[src/rtl/fptrap_pkg.sv]
package fptrap_pkg;

    localparam int unsigned FLAG_W = 5;

    // Architectural flag order (bit 0 first): invalid, div-by-zero,
    // overflow, underflow, inexact.
    typedef struct packed {
        logic ine;
        logic unf;
        logic fov;
        logic dze;
        logic inv;
    } flag_t;

    // Hardware exception summary layout.
    typedef struct packed {
        logic hw_ine;
        logic hw_unf;
        logic hw_fov;
        logic hw_dze;
        logic hw_inv;
    } hwsum_t;

    typedef enum logic {
        MODE_STRICT = 1'b0,
        MODE_SWC    = 1'b1
    } trap_mode_e;

    function automatic hwsum_t flags_to_hw(input flag_t f);
        hwsum_t h;
        h.hw_inv = f.inv;
        h.hw_dze = f.dze;
        h.hw_fov = f.fov;
        h.hw_unf = f.unf;
        h.hw_ine = f.ine;
        return h;
    endfunction

    function automatic logic any_flag(input flag_t f);
        return |f;
    endfunction

endpackage

[src/rtl/fptrap_filter.sv]
module fptrap_filter
    import fptrap_pkg::*;
(
    input  logic       op_valid,
    input  flag_t      flags,
    input  trap_mode_e mode,
    input  flag_t      enable_mask,
    output flag_t      trap_flags,
    output logic       take_trap
);
    flag_t filtered;

    always_comb begin
        unique case (mode)
            MODE_SWC:    filtered = flags & ~enable_mask;
            MODE_STRICT: filtered = flags;
            default:     filtered = flags;
        endcase
        trap_flags = filtered;
        take_trap  = op_valid && any_flag(filtered);
    end
endmodule

[src/rtl/fptrap_status.sv]
module fptrap_status
    import fptrap_pkg::*;
(
    input  logic       clk,
    input  logic       rst,
    input  logic       op_valid,
    input  flag_t      flags,
    input  trap_mode_e mode,
    input  logic       acc_clr,
    output flag_t      status,
    output flag_t      accum
);
    flag_t status_q, accum_q;
    flag_t accum_base;

    always_comb begin
        accum_base = acc_clr ? flag_t'('0) : accum_q;
    end

    always_ff @(posedge clk) begin
        if (rst) begin
            status_q <= '0;
            accum_q  <= '0;
        end else begin
            if (op_valid && mode == MODE_SWC)
                status_q <= status_q | flags;
            if (op_valid)
                accum_q <= accum_base | flags;
            else
                accum_q <= accum_base;
        end
    end

    assign status = status_q;
    assign accum  = accum_q;
endmodule

[src/rtl/fptrap_regmask.sv]
module fptrap_regmask #(
    parameter int unsigned NUM_REGS = 64,
    localparam int unsigned REG_W   = $clog2(NUM_REGS)
) (
    input  logic                clk,
    input  logic                rst,
    input  logic                set_en,
    input  logic [REG_W-1:0]    set_idx,
    output logic [NUM_REGS-1:0] mask
);
    for (genvar g = 0; g < NUM_REGS; g++) begin : g_bit
        logic bit_q;
        logic hit;
        assign hit = set_en && (set_idx == REG_W'(g));
        always_ff @(posedge clk) begin
            if (rst)
                bit_q <= 1'b0;
            else if (hit)
                bit_q <= 1'b1;
        end
        assign mask[g] = bit_q;
    end
endmodule

[src/rtl/fp_trap_ctrl.sv]
module fp_trap_ctrl
    import fptrap_pkg::*;
#(
    parameter int unsigned NUM_REGS = 64,
    localparam int unsigned REG_W   = $clog2(NUM_REGS)
) (
    input  logic                clk,
    input  logic                rst,
    input  logic                op_valid,
    input  logic [4:0]          op_flags,
    input  logic [REG_W-1:0]    op_reg,
    input  logic                op_swc,
    input  logic [4:0]          ctl_mask,
    input  logic                acc_clr,
    output logic [4:0]          acc_flags,
    output logic [4:0]          exc_status,
    output logic                trap_req,
    output logic [4:0]          trap_summary,
    output logic [NUM_REGS-1:0] regwr_mask
);
    trap_mode_e mode;
    flag_t      trap_flags;
    logic       take_trap;
    flag_t      status_w, accum_w;
    logic       trap_q;
    hwsum_t     summary_q;

    assign mode = op_swc ? MODE_SWC : MODE_STRICT;

    fptrap_filter u_filter (
        .op_valid    (op_valid),
        .flags       (flag_t'(op_flags)),
        .mode        (mode),
        .enable_mask (flag_t'(ctl_mask)),
        .trap_flags  (trap_flags),
        .take_trap   (take_trap)
    );

    fptrap_status u_status (
        .clk      (clk),
        .rst      (rst),
        .op_valid (op_valid),
        .flags    (flag_t'(op_flags)),
        .mode     (mode),
        .acc_clr  (acc_clr),
        .status   (status_w),
        .accum    (accum_w)
    );

    fptrap_regmask #(.NUM_REGS(NUM_REGS)) u_regmask (
        .clk     (clk),
        .rst     (rst),
        .set_en  (take_trap),
        .set_idx (op_reg),
        .mask    (regwr_mask)
    );

    always_ff @(posedge clk) begin
        if (rst) begin
            trap_q    <= 1'b0;
            summary_q <= '0;
        end else begin
            trap_q <= take_trap;
            if (take_trap)
                summary_q <= flags_to_hw(trap_flags);
        end
    end

    assign trap_req     = trap_q;
    assign trap_summary = summary_q;
    assign exc_status   = status_w;
    assign acc_flags    = accum_w;
endmodule

[config.mk]
export PLATFORM = sky130hd
export DESIGN_NAME = fp_trap_ctrl
export DESIGN_NICKNAME = d
export VERILOG_FILES = /design/src/rtl/fptrap_pkg.sv /design/src/rtl/fptrap_filter.sv /design/src/rtl/fptrap_status.sv /design/src/rtl/fptrap_regmask.sv /design/src/rtl/fp_trap_ctrl.sv
export SDC_FILE = /design/constraint.sdc
export NUM_CORES = 1
export LEC_CHECK = 0
export BUFFER_PORTS_ARGS = -buffer_cell sky130_fd_sc_hd__buf_4
export CAP_MARGIN = 10
export CORE_MARGIN = 2
export CORE_UTILIZATION = 57
export CTS_BUF_LIST = sky130_fd_sc_hd__clkbuf_8
export DETAILED_ROUTE_END_ITERATION = 8
export HOLD_SLACK_MARGIN = 0.12
export PLACE_DENSITY = 0.87
export SYNTH_ARGS = -nofsm -noshare
export SYNTH_HDL_FRONTEND = slang
export SYNTH_SLANG_ARGS = --single-unit
[constraint.sdc]
create_clock -name clk -period 3.8 [get_ports clk]
set_clock_uncertainty 0.15 [all_clocks]
set_input_delay 0.57 -clock clk [delete_from_list [all_inputs] [get_ports clk]]
set_output_delay 0.57 -clock clk [all_outputs]
set_load 0.005 [all_outputs]
# == After elaboration in Yosys (flattened, before gate mapping) ==
# Index checks and enable logic that the tools add are counted.
# op_classes
addsub,0
mul,0
div,0
n_lt_le_gt_ge,0
n_eq_ne,63
shift,0
mux,4
bitwise_logic,5
n_reduce_logical,68
# op_table
op,count
== test 6 bit (second input constant),32
== test 6 x 5 -> 1 bit (second input constant),16
logical AND 1 bit,66
== test 6 x 4 -> 1 bit (second input constant),8
== test 6 x 3 -> 1 bit (second input constant),4
== test 6 x 2 -> 1 bit (second input constant),2
2-to-1 mux 5 bit,2
bitwise OR 5 bit,2
one-hot mux 5 bit (2 select lines),1
== test 6 x 1 -> 1 bit (second input constant),1
zero test 6 bit,1
AND 5 bit,1
NOT 5 bit,1
OR reduction 5 bit,1
2-to-1 mux 1 bit,1
NOT 1 bit,1
# totals
register_bits,80
latch_bits,0
mem_bits_rw,0
mem_bits_ro,0
output_inout_bits,80
word_cells,220
n_memories,0

# == Depth between registers and ports, before layout ==
# logic_depth
depth_word,6
mapped_depth,7
depth_no_buf,4

# == Cells and area by module ==
# Synthesis repeated with hierarchy kept, for this count alone.
# hier_totals
hier_cells,356
hier_area_um2,3353.2
# modules_own_cells
mod,instances,cells_each,area_each_um2,seq_area_each_um2
fptrap_regmask,1,294,2748.9,1281.2
fptrap_status,1,37,345.3,200.2
fp_trap_ctrl,1,18,206.4,120.1
fptrap_filter,1,7,52.6,0.0

# == Least setup slack after synthesis ==
# No wires, ideal clock.
# synth_timing
path_type,input to register
start,input port op_flags[0]
end,register u_regmask.g_bit[32].bit_q
setup_ps,128
arrival_time_ps,1702
required_time_ps,3522
slack_ps,1820
stages,6
path_cell_list,a21boi_2 > or3_1 > buf_6 > o21ai_2 > buf_6 > o22ai_1
# synth_via
elab_chain_cells,5
# synth_rtl
item,line,rtl
from (decl),fp_trap_ctrl.sv:10,"input logic [4:0] op_flags,"
AND 5 bit,fptrap_filter.sv:15,MODE_SWC: filtered = flags & ~enable_mask;
one-hot mux 5 bit (2 select lines) (*),fptrap_filter.sv:14,unique case (mode)
OR reduction 5 bit (*),fptrap_pkg.sv:40,return |f;
logical AND 1 bit (*),fptrap_filter.sv:20,take_trap = op_valid && any_flag(filtered);
logical AND 1 bit (*),fptrap_regmask.sv:14,assign hit = set_en && (set_idx == REG_W'(g));
to (signal assigned),fptrap_regmask.sv:17,bit_q <= 1'b0;
to (signal assigned),fptrap_regmask.sv:19,bit_q <= 1'b1;
to (decl),fptrap_regmask.sv:12,logic bit_q;
# Every way passes the cells marked *; elsewhere a longest branch is shown, timed or not.
# A chain may end at the register's enable or synchronous reset.

# == Worst setup path in the final report ==
# layout_timing
start,input port op_flags[0]
end,register u_regmask.g_bit[38].bit_q
# layout_via
elab_chain_cells,5
# layout_rtl
item,line
AND 5 bit,fptrap_filter.sv:15
one-hot mux 5 bit (2 select lines) (*),fptrap_filter.sv:14
OR reduction 5 bit (*),fptrap_pkg.sv:40
logical AND 1 bit (*),fptrap_filter.sv:20
logical AND 1 bit (*),fptrap_regmask.sv:14
to (signal assigned),fptrap_regmask.sv:17
to (signal assigned),fptrap_regmask.sv:19
to (decl),fptrap_regmask.sv:12
# Marked as above.

==> run_results.csv <==
group,metric,value,unit
layout,n_fill_cell,456,
power,seqPwrFrac,51.6,%
floorplan,die_area,6480,sq um
drt,drt_iter0_drc,131,
synth,syn_area,3340,sq um
layout,finish.utilization,68.6,%
cts,cts_resized,0,
global_routing,grt-ovfl-total,0,
cts,hold_buffers,0,
floorplan,die_y,80.5,microns
power,power.switching,0.364,mW
layout,fin_nets,430,
synth,yosysSeqAreaShare,48.0,%
timing,worst_pin_slew,0.757,ns
timing,hold_violations,0,
floorplan,core_region_area,5570,sq um
critical_path,crit_arrival,2.27,ns
timing,period_share,58.7,%
flow_run,max-cap-violations,0,
power,power_per_cell_area,436,nW/um^2
synth,ys_warn_count,0,
run_status,status,"complete, no violations",
timing,fin_tns_setup,0,ns
critical_path,start_kind,"primary input",
cts,clk-insertion-delay-late,0.34,ns
cts,clock-sinks,80,
timing,drv_slew,0,
cts,post_cts_buffers,0,
layout,layout-area-overhead-vs-synth,14.5,%
global_routing,grt_pass1_wl,11500,microns
timing,slew_headroom,49.5,%
critical_path,path_class,"primary input to flop",
power,p_leak,1.56,nW
synth,synth_cell_types,28,
timing,setup_viol,0,
cts,clockBufferDepth,2,
synth,synth_top_area_share,48.0,%
drt,wirelength,7250,microns
critical_path,crit_required,3.84,ns
timing,rsz0062_at_grt,"false",
cts,numCtsBuffers,9,
drt,drt_pre_antenna_iters,5,
power,internal-power,1.30,mW
cts,path_clk_slew,0.07,ns
cts,root_buffer,"clkbuf_8",
synth,yosys.area.top_type,"dfxtp_1",
drt,via_count,2588,
synth,synthTopCellsByArea,"dfxtp_1 48%, buf_4 15%, o22ai_1 12%",
placed_design,port_buffers,100,
critical_path,path_max_fanout,15,
synth,netlist_instances,379,
global_routing,track_usage,23.3,%
global_routing,grt_start_max_net_pins,80,
floorplan,start_util,59.9,%
layout,antennaDiodeCount,0,
drt,ant_nets,0,
drt,wl_per_cell,14.9,microns
placed_design,dp_hpwl,5130,microns
power,ir_drop,256,uV
power,share_clk_of_total_power,41.0,%
global_routing,antenna_found_initial,0,
floorplan,die_w,80.5,microns
floorplan,pin_count,101,
floorplan,core.rowCount,27,
global_routing,grt_pass1_vias,2407,
layout,drive_above_1_share,29.1,%
synth,syn_nets,400,
synth,synth_seq_cells,80,
power,sw_frac_of_total,21.8,%
critical_path,crit_path_end_kind,"flop",
min_path,hold_class,"flop to flop",
drt,drc,0,
synth,synth.avg_cell_area,8.81,sq um
power,share_comb_of_total_power,7.5,%
cts,htree_levels,3,
timing,finalCriticalPeriod,2.23,ns
drt,vias_per_cell,5.34,
cts,cts_tree,"done",
placed_design,gp_congestion,0.798,
timing,fmax,448,MHz
-- registers in the layout (all words and copies together) (netlist names) --
register               flops
u_status.status            5
trap_summary               5
u_regmask.g_bit.bit_q     64
trap_req                   1
u_status.accum             5
-- power groups by stage --
stage	Clock [mW]	Sequential, mW	Combinational [mW]
after floorplan	0	0.878	0.0768
after detailed placement	0	0.879	0.124
after CTS	0.689	0.860	0.125
after global placement	0	0.879	0.120
final	0.683	0.860	0.125
after global routing	0.717	0.861	0.138
-- layout make-up --
| cell class | instances | area [sq um] | share of cell area (%) |
|---|---|---|---|
| Sequential cell | 80 | 1600 | 41.9 |
| Inverter | 65 | 244 | 6.39 |
| Clock inverter | 4 | 68.8 | 1.80 |
| Tap cell | 72 | 90.1 | 2.36 |
| Clock buffer | 11 | 151 | 3.96 |
| Multi-Input combinational cell | 152 | 907 | 23.7 |
| Timing Repair Buffer | 101 | 758 | 19.8 |
-- cell usage after synthesis --
cell type  instances
a21boi_0           1
a21boi_1           3
a21boi_2           1
a22oi_1            6
a31oi_1            9
and2_1             1
buf_1              1
buf_4             68
buf_6              3
clkbuf_1          10
dfxtp_1           80
inv_1             65
nand2_1           21
nand2b_1           1
nand3_1            6
nand4_1            1
nor2_1            16
nor2b_1            4
nor3_1             5
nor3b_1            2
o211a_1            2
o21ai_2            2
o21ai_4            2
o22ai_1           64
o311a_1            2
o41ai_1            1
or2_1              1
or3_1              1
-- final timing paths --
kind         cells after the start                 startpoint  slack, ns                   endpoint
max                              5                op_flags[0]       1.57  u_regmask.g_bit[38].bit_q
min reg2reg                      2  u_regmask.g_bit[10].bit_q       0.32  u_regmask.g_bit[10].bit_q
max reg2reg                      2            trap_summary[4]       2.93            trap_summary[4]
min                              2  u_regmask.g_bit[10].bit_q       0.32  u_regmask.g_bit[10].bit_q
-- layout by cell type, fill, tap and decap left out --
cell	count
inv_1	66
clkinv_2	1
o21ai_4	2
nor2_1	16
a31oi_1	9
bufinv_16	2
o311a_1	2
o41ai_1	1
o21ai_2	2
buf_4	101
a21boi_2	1
o22ai_1	64
nor2b_1	4
nand3_1	6
and2_1	1
nand4_1	1
a21boi_1	3
nor3b_1	2
a21boi_0	1
nand2b_1	1
a22oi_1	6
o211a_1	2
or3_1	1
nor3_1	5
clkbuf_8	11
nand2_1	21
or2_1	1
dfxtp_1	80
-- per-stage QoR --
step	total power, mW	setup WS [ns]	cells	hold slack, ns	instance area (sq um)
after floorplan	0.955	1.82	379	0.299	3340
after global placement	0.999	1.31	470	0.310	3600
after detailed placement	1.00	1.20	470	0.316	3600
after CTS	1.67	1.56	485	0.323	3820
after global routing	1.72	1.45	485	0.342	3820
final	1.67	1.57	485	0.324	3820
-- per-layer routing --
metal | global-route usage [%] | vias to the layer above | share of wire [%]
li1 | - | 1269 | -
met1 | 28.5 | 1210 | 42
met2 | 38.8 | 98 | 50
met3 | 4.04 | 11 | 6.0
met4 | 12.9 | 0 | 1.9
met5 | 0 | - | 0
-- worst max-delay path, stage by stage --
cell and delay [ns]:
buf_4 0.12, a21boi_2 0.17, or3_1 0.56, o21ai_2 0.64
o22ai_1 0.20
-- kinds of logic (layout without fill, tap and decap cells) --
family / after synthesis / in the layout / synth area share, %
compound gates: 93 / 93 / 19.2
buf+inv: 147 / 181 / 24.8
simple gates: 59 / 59 / 7.95
flops: 80 / 80 / 48.0
No activity file was read; power rests on OpenSTA's default activity.
